[src/rtl/i2c_regif_pkg.sv]
package i2c_regif_pkg;

    localparam int BYTE_W = 8;
    localparam int PTR_W  = 7;
    localparam int CNT_W  = 4;

    typedef enum logic [3:0] {
        ST_IDLE,
        ST_RX,
        ST_RXEND,
        ST_ACK,
        ST_TX,
        ST_MACK,
        ST_MACK2,
        ST_HOLD,
        ST_REL,
        ST_IGNORE
    } phase_t;

    typedef enum logic [1:0] {
        RL_ADDR,
        RL_SUB,
        RL_DATA
    } role_t;

    typedef struct packed {
        logic scl;
        logic sda;
    } line_t;

    typedef struct packed {
        logic start;
        logic stop;
        logic rise;
        logic fall;
    } cond_t;

    typedef struct packed {
        logic              rd;
        logic              wr;
        logic [PTR_W-1:0]  addr;
        logic [BYTE_W-1:0] wdata;
    } acc_t;

    function automatic logic addr_hit(input logic [BYTE_W-1:0] b, input logic [PTR_W-1:0] dev);
        return b[BYTE_W-1:1] == dev;
    endfunction

    function automatic logic [PTR_W-1:0] step_ptr(input logic [PTR_W-1:0] p, input logic inc);
        return p + {{(PTR_W-1){1'b0}}, inc};
    endfunction

endpackage

[src/rtl/i2c_regif_sync.sv]
module i2c_regif_sync
    import i2c_regif_pkg::*;
#(
    parameter int STAGES = 2
) (
    input  logic  clk,
    input  logic  rst,
    input  line_t raw,
    output line_t synced
);

    line_t pipe [STAGES];

    always_ff @(posedge clk) begin
        if (rst) begin
            for (int i = 0; i < STAGES; i++) pipe[i] <= '1;
        end else begin
            pipe[0] <= raw;
            for (int i = 1; i < STAGES; i++) pipe[i] <= pipe[i-1];
        end
    end

    assign synced = pipe[STAGES-1];

endmodule

[src/rtl/i2c_regif_cond.sv]
module i2c_regif_cond
    import i2c_regif_pkg::*;
(
    input  logic  clk,
    input  logic  rst,
    input  line_t now,
    output cond_t ev
);

    line_t prev;

    always_ff @(posedge clk) begin
        if (rst) prev <= '1;
        else     prev <= now;
    end

    always_comb begin
        ev.rise  = now.scl & ~prev.scl;
        ev.fall  = ~now.scl & prev.scl;
        ev.start = now.scl & prev.scl & prev.sda & ~now.sda;
        ev.stop  = now.scl & prev.scl & ~prev.sda & now.sda;
    end

endmodule

[src/rtl/i2c_regif_ctrl.sv]
module i2c_regif_ctrl
    import i2c_regif_pkg::*;
#(
    parameter logic [PTR_W-1:0] DEV_ADDR = 7'h3A
) (
    input  logic              clk,
    input  logic              rst,
    input  line_t             line,
    input  cond_t             ev,
    input  logic [BYTE_W-1:0] reg_rdata,
    input  logic              reg_ready,
    output logic              sda_oe,
    output logic              scl_hold,
    output acc_t              acc
);

    phase_t            st;
    role_t             role;
    logic [CNT_W-1:0]  bitcnt;
    logic [BYTE_W-1:0] sh;
    logic [BYTE_W-1:0] tx;
    logic [BYTE_W-1:0] rbuf;
    logic [PTR_W-1:0]  ptr;
    logic              inc;
    logic              nxt_tx;

    logic              acc_pend;
    logic              acc_busy;
    logic [BYTE_W-1:0] rd_now;

    assign acc_pend = acc.rd | acc.wr;
    assign acc_busy = acc_pend & ~reg_ready;
    assign rd_now   = (acc.rd & reg_ready) ? reg_rdata : rbuf;

    always_ff @(posedge clk) begin
        if (rst) begin
            st       <= ST_IDLE;
            role     <= RL_ADDR;
            bitcnt   <= '0;
            sh       <= '0;
            tx       <= '0;
            rbuf     <= '0;
            ptr      <= '0;
            inc      <= 1'b0;
            nxt_tx   <= 1'b0;
            sda_oe   <= 1'b0;
            scl_hold <= 1'b0;
            acc      <= '0;
        end else begin
            // completion of the pending register access
            if (acc_pend && reg_ready) begin
                if (acc.rd) rbuf <= reg_rdata;
                if (acc.wr) ptr  <= step_ptr(ptr, inc);
                acc.rd <= 1'b0;
                acc.wr <= 1'b0;
            end

            if (ev.stop) begin
                st       <= ST_IDLE;
                sda_oe   <= 1'b0;
                scl_hold <= 1'b0;
            end else if (ev.start) begin
                st       <= ST_RX;
                role     <= RL_ADDR;
                bitcnt   <= '0;
                sda_oe   <= 1'b0;
                scl_hold <= 1'b0;
            end else begin
                case (st)
                    ST_RX: if (ev.rise) begin
                        sh     <= {sh[BYTE_W-2:0], line.sda};
                        bitcnt <= bitcnt + 1'b1;
                        if (bitcnt == CNT_W'(BYTE_W-1)) st <= ST_RXEND;
                    end
                    ST_RXEND: if (ev.fall) begin
                        case (role)
                            RL_ADDR: begin
                                if (addr_hit(sh, DEV_ADDR)) begin
                                    sda_oe <= 1'b1;
                                    st     <= ST_ACK;
                                    nxt_tx <= sh[0];
                                    if (sh[0]) begin
                                        acc.rd   <= 1'b1;
                                        acc.addr <= ptr;
                                    end else begin
                                        role <= RL_SUB;
                                    end
                                end else begin
                                    st <= ST_IGNORE;
                                end
                            end
                            RL_SUB: begin
                                ptr    <= sh[PTR_W-1:0];
                                inc    <= sh[BYTE_W-1];
                                sda_oe <= 1'b1;
                                nxt_tx <= 1'b0;
                                role   <= RL_DATA;
                                st     <= ST_ACK;
                            end
                            default: begin
                                acc.wr    <= 1'b1;
                                acc.addr  <= ptr;
                                acc.wdata <= sh;
                                sda_oe    <= 1'b1;
                                nxt_tx    <= 1'b0;
                                st        <= ST_ACK;
                            end
                        endcase
                    end
                    ST_ACK, ST_MACK2: if (ev.fall) begin
                        sda_oe <= 1'b0;
                        bitcnt <= '0;
                        if (acc_busy) begin
                            scl_hold <= 1'b1;
                            st       <= ST_HOLD;
                        end else if (nxt_tx) begin
                            tx     <= rd_now;
                            ptr    <= step_ptr(ptr, inc);
                            sda_oe <= ~rd_now[BYTE_W-1];
                            st     <= ST_TX;
                        end else begin
                            st <= ST_RX;
                        end
                    end
                    ST_HOLD: if (!acc_busy) begin
                        if (nxt_tx) begin
                            tx     <= rd_now;
                            ptr    <= step_ptr(ptr, inc);
                            sda_oe <= ~rd_now[BYTE_W-1];
                            st     <= ST_REL;
                        end else begin
                            scl_hold <= 1'b0;
                            st       <= ST_RX;
                        end
                    end
                    ST_REL: begin
                        scl_hold <= 1'b0;
                        st       <= ST_TX;
                    end
                    ST_TX: begin
                        if (ev.rise) begin
                            bitcnt <= bitcnt + 1'b1;
                        end else if (ev.fall) begin
                            if (bitcnt == CNT_W'(BYTE_W)) begin
                                sda_oe <= 1'b0;
                                st     <= ST_MACK;
                            end else begin
                                sda_oe <= ~tx[BYTE_W-2];
                                tx     <= {tx[BYTE_W-2:0], 1'b0};
                            end
                        end
                    end
                    ST_MACK: if (ev.rise) begin
                        if (!line.sda) begin
                            acc.rd   <= 1'b1;
                            acc.addr <= ptr;
                            st       <= ST_MACK2;
                        end else begin
                            st <= ST_IDLE;
                        end
                    end
                    default: ;
                endcase
            end
        end
    end

    // data line moves only while the clock line is low, START/STOP release aside
    p_sda_on_low_r10: assert property (@(posedge clk) disable iff (rst)
        !$stable(sda_oe) |-> (!$past(line.scl) || $past(ev.start) || $past(ev.stop)));

    // stretching begins only with the clock line already low
    p_hold_on_low_r9: assert property (@(posedge clk) disable iff (rst)
        $rose(scl_hold) |-> !$past(line.scl));

    // the hold state always has an access outstanding
    p_hold_busy_r9: assert property (@(posedge clk) disable iff (rst)
        (st == ST_HOLD) |-> (acc.rd || acc.wr));

    // never both request kinds
    p_one_req_r11: assert property (@(posedge clk) disable iff (rst)
        !(acc.rd && acc.wr));

    // request is held steady until answered
    p_req_steady_r11: assert property (@(posedge clk) disable iff (rst)
        ((acc.rd || acc.wr) && !reg_ready) |=>
            ((acc.rd || acc.wr) && $stable(acc.addr) && $stable(acc.wdata)));

    // an ignored transaction leaves both lines alone
    p_ignore_quiet_r3: assert property (@(posedge clk) disable iff (rst)
        (st == ST_IGNORE) |-> (!sda_oe && !scl_hold));

    // the master-acknowledge slot is never driven by the slave
    p_mack_released_r8: assert property (@(posedge clk) disable iff (rst)
        (st == ST_MACK) |-> !sda_oe);

endmodule

[src/rtl/i2c_regif.sv]
module i2c_regif
    import i2c_regif_pkg::*;
#(
    parameter logic [6:0] DEV_ADDR    = 7'h3A,
    parameter int         SYNC_STAGES = 2
) (
    input  logic       clk,
    input  logic       rst,
    input  logic       scl_i,
    input  logic       sda_i,
    output logic       sda_oe,
    output logic       scl_hold,
    output logic [6:0] reg_addr,
    output logic       reg_wr,
    output logic       reg_rd,
    output logic [7:0] reg_wdata,
    input  logic [7:0] reg_rdata,
    input  logic       reg_ready
);

    line_t raw_line;
    line_t sync_line;
    cond_t ev;
    acc_t  acc;

    assign raw_line.scl = scl_i;
    assign raw_line.sda = sda_i;

    i2c_regif_sync #(.STAGES(SYNC_STAGES)) u_sync (
        .clk    (clk),
        .rst    (rst),
        .raw    (raw_line),
        .synced (sync_line)
    );

    i2c_regif_cond u_cond (
        .clk (clk),
        .rst (rst),
        .now (sync_line),
        .ev  (ev)
    );

    i2c_regif_ctrl #(.DEV_ADDR(DEV_ADDR)) u_ctrl (
        .clk       (clk),
        .rst       (rst),
        .line      (sync_line),
        .ev        (ev),
        .reg_rdata (reg_rdata),
        .reg_ready (reg_ready),
        .sda_oe    (sda_oe),
        .scl_hold  (scl_hold),
        .acc       (acc)
    );

    assign reg_addr  = acc.addr;
    assign reg_wr    = acc.wr;
    assign reg_rd    = acc.rd;
    assign reg_wdata = acc.wdata;

    // outputs quiet right after reset
    p_reset_quiet_r12: assert property (@(posedge clk)
        rst |=> (!sda_oe && !scl_hold && !reg_rd && !reg_wr));

endmodule

[config.mk]
export PLATFORM = sky130hd
export DESIGN_NAME = i2c_regif
export DESIGN_NICKNAME = d
export VERILOG_FILES = /design/src/rtl/i2c_regif_pkg.sv /design/src/rtl/i2c_regif_sync.sv /design/src/rtl/i2c_regif_cond.sv /design/src/rtl/i2c_regif_ctrl.sv /design/src/rtl/i2c_regif.sv
export SDC_FILE = /design/constraint.sdc
export NUM_CORES = 1
export LEC_CHECK = 0
export BUFFER_PORTS_ARGS = -buffer_cell sky130_fd_sc_hd__clkbuf_2
export CAP_MARGIN = 30
export CORE_MARGIN = 2
export CORE_UTILIZATION = 54
export DETAILED_ROUTE_END_ITERATION = 12
export PLACE_DENSITY = 0.76
export RECOVER_POWER = 100
export SLEW_MARGIN = 20
export SYNTH_ARGS = -nofsm -noshare
export SYNTH_HDL_FRONTEND = slang
export SYNTH_SLANG_ARGS = --single-unit
[constraint.sdc]
create_clock -name clk -period 1.9 [get_ports clk]
set_clock_uncertainty 0.1 [all_clocks]
set_input_delay 0.38 -clock clk [delete_from_list [all_inputs] [get_ports clk]]
set_output_delay 0.38 -clock clk [all_outputs]
set_load 0.01 [all_outputs]
; ---- After elaboration in Yosys (flattened, before gate mapping)
; Memories as Yosys holds them, arrays and structs flattened.
; Index checks and enable logic that the tools add are counted.
[word_totals]
regBits = 64
ram_bits = 4
wordCells = 204
memories = 1
[mem_list]
columns = memory, depth, word_bits, read_ports, rd_clocked_by_memory_dff, write_ports, line_no
row1 = u_sync.pipe, 2, 2, 2, 0, 2, i2c_regif_sync.sv:12  ; line_t pipe [STAGES];
[op_classes]
n_addsub = 2
eq_ne = 42
n_mux = 89
bitwise_logic = 22
reduce_logical = 30
[ops]
columns = op, n
row1 = two-way mux 7 bit, 13
row2 = two-way mux 8 bit, 9
row3 = two-way mux 4 bit, 16
row4 = two-way mux 17 bit, 3
row5 = two-way mux 1 bit, 28
row6 = case mux 4 bit (7 select lines), 1
row7 = case mux 7 bit (2 select lines), 2
row8 = != test 3 bit (second input constant), 8
row9 = case mux 8 bit (3 select lines), 1
row10 = != test 2 bit (second input constant), 11
row11 = case mux 7 bit (3 select lines), 1
row12 = equality test 4 x 3 -> 1 bit (second input constant), 5
row13 = AND reduction 10 bit, 2
row14 = AND reduction 5 bit, 4
row15 = two-way mux 2 bit, 8
row16 = != test 3 x 2 -> 1 bit (second input constant), 5
row17 = nonzero test 3 bit, 4
row18 = != test 2 x 1 -> 1 bit (second input constant), 5
row19 = inverter 1 bit, 10
row20 = bitwise AND 1 bit, 9
row21 = AND reduction 9 bit, 1
row22 = equality test 4 x 2 -> 1 bit (second input constant), 2
row23 = equality test 4 bit (second input constant), 2
row24 = case mux 4 bit (2 select lines), 1
row25 = 25 further kinds, 34

; ---- Depth between registers and ports, before layout
[logic_depth]
ltp_word = 10
depth_mapped = 8
ltp_nobuf = 7

; ---- By module
; Synthesis repeated with hierarchy kept, for this count alone.
[hier_totals]
cells_unflattened = 437
area_unflattened_um2 = 3779.9
[by_module_without_submodules]
columns = mod, instances, cells_each, area_each_um2, seq_area_each_um2
row1 = i2c_regif_ctrl, 1, 419, 3574.7, 1221.2
row2 = i2c_regif_sync, 1, 10, 120.1, 80.1
row3 = i2c_regif_cond, 1, 8, 85.1, 40.0

; ---- Worst setup path after synthesis
; OpenSTA, ideal clock, no wires.
[synth_path]
kind = register -> register
from = register u_ctrl.st[0]
to = register u_ctrl.st[0]
arrival_ns = 1.774
slack_ns = -0.093
path_stages_with_launch = 8
path_buffers = 2
synth_period_minus_slack_ns = 1.993
cell_sequence = dfxtp_1 buf_6 or4b_1 buf_2 a31o_1 nor3b_4 o21a_1 o221a_1
[synth_via]
elab_chain_cells = 4
elab_cells_between_ends = 22
cone_classes = 17 x eq/ne / 2 x mux / 3 x reduce/logical
[synth_rtl]
columns = element, line_no
row1 = "start, declared", i2c_regif_ctrl.sv:17  ; phase_t st;
row2 = "start signal, assigned", i2c_regif_ctrl.sv:37  ; st <= ST_IDLE;
row3 = "start signal, assigned", i2c_regif_ctrl.sv:59  ; st <= ST_IDLE;
row4 = "start signal, assigned", i2c_regif_ctrl.sv:63  ; st <= ST_RX;
row5 = equality test 4 x 2 -> 1 bit / equality test 4 x 3 -> 1 bit (equally long branches), i2c_regif_ctrl.sv:69  ; case (st)
row6 = OR reduction 2 bit, i2c_regif_ctrl.sv:69
row7 = nonzero test 8 bit (no source line) (tied with other cells), -
row8 = AND reduction 10 bit (no source line) / two-way mux 1 bit (equally long branches), -
; Several ways; a longest one is shown, not always the timed one.
; A chain may end at the register's enable or synchronous reset.

; ---- Final worst setup path
[layout_path]
from = register u_ctrl.st[2]
to = register u_ctrl.ptr[4]
[layout_via]
elab_chain_cells = 5
elab_cells_between_ends = 8
cone_classes = 4 x eq/ne / 3 x mux / 1 x reduce/logical
[layout_rtl]
columns = element, line_no
row1 = equality test 4 x 2 -> 1 bit / equality test 4 x 3 -> 1 bit (equally long branches), i2c_regif_ctrl.sv:69
row2 = OR reduction 2 bit, i2c_regif_ctrl.sv:69
row3 = case mux 7 bit (3 select lines) (*), i2c_regif_ctrl.sv:69
row4 = two-way mux 7 bit (*), i2c_regif_ctrl.sv:62  ; end else if (ev.start) begin
row5 = two-way mux 7 bit (*), i2c_regif_ctrl.sv:58  ; if (ev.stop) begin
row6 = "end signal, assigned", i2c_regif_ctrl.sv:53  ; if (acc.wr) ptr <= step_ptr(ptr, inc);
row7 = "end signal, assigned", i2c_regif_ctrl.sv:93  ; ptr <= sh[PTR_W-1:0];
row8 = "end signal, assigned", i2c_regif_ctrl.sv:118  ; ptr <= step_ptr(ptr, inc);
row9 = "end, declared", i2c_regif_ctrl.sv:23  ; logic [PTR_W-1:0] ptr;
; Mark *: on every way between the ends. The rest lies on a longest branch, timed or not.

==> summary.md <==
| Metric | Value |
|---|---|
| Status | finished, violations left |
| Failing checks | setup timing |
| Top sig layer | met4 |
| P_leak | between 0.0015 and 0.002 uW |
| Share of cells above drive strength 1 | ~28% |
| Initial DRC count | between 200 and 300 |
| Vias in the first global route | approximately 3300 |
| Metal3 WL | a little over 700 um |
| Cell-by-cell trace of the critical path | or4b_4, o21ai_2, a211oi_2, or2_4, o221ai_1 |
| Utilization after layout | approximately 73% |
| Synth area leaders | dfxtp_1, mux2i_1, nor2_1, nand2b_1, a21oi_1 |
| Global-route wire length before repair | 15800 um |
| Critical-path top delay cell | or4b_4 |
| Fin worst setup slack | -30.5 ps |
| Nets | around 520 |
| Via density | between 6 and 7 |
| Max clock buf depth | 2 |
| Largest net degree at the start of global routing | 65 |
| # diodes | 0 |
| Worst Setup End Kind | flop |
| Gr usage total | a little over a quarter |
| Initial Util | between 50% and 60% |
| Ports | 32 |
| WP buf/inv | 0 |
| Vias | ~3600 |
| IO Port Bufs | 31 |
| Max-slew violation count | 0 |
| Final Hold Viols | 0 |
| DRT met1 WL | between 4000 and 5000 um |
| CP required | roughly 2100 ps |
| FF+latch count, synth | between 60 and 70 |
| Placeable Area | 0.00635 mm^2 |
| CTS tree | done |
| # fillers | 472 |
| Worst path max stage delay | roughly 600 ps |
| Die H | approximately 85 um |
| # rows | 29 |
| Slew HR | 63.8% |
| Crit start category | flop |
| Post-synthesis simple-gate area fraction | 25.6% |
| Synth unique cells | 64 |
| Worst hold path type | primary input to flop |
| Metal2 WL | between 4000 and 5000 um |
| Routed wire length | just over 10000 um |
| Async SR Flop Fraction | 0% |
| Yosys warns | 0 |
| Worst path top cell family by delay | simple AND/OR/NAND/NOR gates |
| Most common flop cell mapped by yosys | dfxtp_1 |
| RSZ-0062 raised after global routing | true |
| Clk_lat worst skew | 360 ps |
| Crit Path Class | flop to flop |
| Max Cap Violations | 0 |
| Htree depth | 3 |
| Cell area after synthesis | between 0.003 and 0.004 mm^2 |
| Fin crit period | 1930 ps |
| Hold WS | 110 ps |
| Number of antenna violations at the first check in global routing | 0 |
| Synth Area in Compound Gates | 17.7% |
| Synth Area in Adders | under 10% |
| Clk sinks | 67 |
| Most common cell after layout, fill and taps aside | dfxtp_1 |
| VDD IR-drop max | roughly 0.00074 V |
| HPWL after DPL | about 6800 um |
| Dpl ws | -137 ps |
| Placer congestion estimate | between 0.9 and 1 |
| Final setup fails | 4 |
| DRT antenna net count | 0 |
| FMAX | between 0.5 and 0.6 GHz |
| Die width | ~85 um |
| Design Power | between 4000 and 5000 uW |
| Yosys top cell by area | dfxtp_1 |
| EDFF count, synth | 0 |
| Full die area | around 0.0072 mm^2 |
| Layout area overhead | 30.5% |
| Post-synth net total | 430 |
| Critical-path maximum fanout | 6 |
| Clk slew on worst S/H paths | 80 ps |
| Commonest non-fill, non-tap cells in the layout | dfxtp_1, buf_4, nor2_1 |
| # hold bufs at CTS | 0 |
| Final period util | 102% |
| Detailed-route DRC error count | 0 |
| Seq/Total Area, Yosys | around 38% |
| Xor/xnor share of the synthesized area | under 10% |
| Largest family of logic cells by synthesized area | simple AND/OR/NAND/NOR gates |
| Mux cell area share after synthesis | approximately a tenth |
| Pwr Density | 973 mW/mm^2 |
| Pre-antenna DRT Iters | 5 |
| GRT overflow | 0 |
| Tightest Pin Transition | about 540 ps |
| CTS Buf Count | 9 |
| Syn avg cell area | ~8.6 um^2 |
| WP data arrival | about 2100 ps |
| CTS root buf | clkbuf_8 |
| Share of the synthesized area in the top cell type | between 30 and 40% |
| Synth Instances | ~410 |
| Drt wl/cell | ~17 um |
[registers in the layout, indices dropped and copies added (netlist names)]
signal           flops
u_cond.prev          2
u_ctrl.acc          17
u_ctrl.bitcnt        4
u_ctrl.inc           1
u_ctrl.nxt_tx        1
u_ctrl.ptr           7
u_ctrl.rbuf          8
u_ctrl.role          2
u_ctrl.scl_hold      1
u_ctrl.sda_oe        1
u_ctrl.sh            8
u_ctrl.st            4
u_ctrl.tx            7
u_sync.pipe          4
[where the power goes]
part / total, uW / switching, uW / internal (uW)
registers: 1510 / 48.8 / 1460
logic: 1640 / 865 / 773
clock network: 1350 / 602 / 750
[layer usage]
layer  up-vias  track usage [%]
met5         -                0
met3        39             6.61
met1      1713             34.9
met4         0             11.4
met2       180             44.7
li1       1658                -
[cells in the mapped netlist (all sizes together) (7+ instances only)]
cell type / n
o21ai: 22
xnor2: 12
nand2: 27
nor2: 51
inv: 7
or2: 9
clkbuf: 13
nand2b: 19
mux2i: 34
dfxtp: 67
a21oi: 23
buf: 13
nand3: 18
nor2b: 9
a211oi: 12
[timing repair]
action,4_1_cts,5_1_grt
resized for setup,14,33
buffers inserted,1,4
cloned,0,0
endpoints found under the setup margin,24,38
pin swaps,3,8
[cells by family (layout without fill, tap and decap cells)]
group                    count (synthesis)  after routing
buffers and inverters                   33            126
AO/OA/AOI/OAI                           93             93
flip-flops                              67             67
adder cells (fa/ha/maj)                  4              4
XOR/XNOR                                14             14
AND/OR/NAND/NOR                        167            167
multiplexers                            35             35
[final timing paths]
| check | startpoint | endpoint | slack, ps | cells after the start |
|---|---|---|---|---|
| worst max-delay path | u_ctrl.st[2] | u_ctrl.ptr[4] | -30 | 5 |
| worst min-delay path | sda_i | u_sync.pipe[0][0] | 110 | 2 |
| worst max register to register | u_ctrl.st[2] | u_ctrl.ptr[4] | -30 | 5 |
| worst min register to register | u_sync.pipe[0][1] | u_sync.pipe[0][3] | 310 | 1 |
[layout make-up]
| class | instances | area [um^2] | area share [%] |
|---|---|---|---|
| clock inverters | 7 | 100 | 2.17 |
| flip-flops and latches | 67 | 1350 | 29.2 |
| inverters | 7 | 26.3 | 0.568 |
| well taps | 77 | 96.3 | 2.08 |
| clock buffers | 9 | 124 | 2.68 |
| repair buffers | 103 | 686 | 14.8 |
| multi-input cells | 313 | 2240 | 48.4 |
[through the flow]
stage	std cells	area (um^2)	setup TNS [ps]
final	583	4620	-75.2
after global routing	583	4620	-738
after CTS	580	4490	-150
after detailed placement	563	4200	-1480
after global placement	563	4200	-555
after floorplan	413	3540	-175
Note: power is estimated with default switching activity, not from simulation.
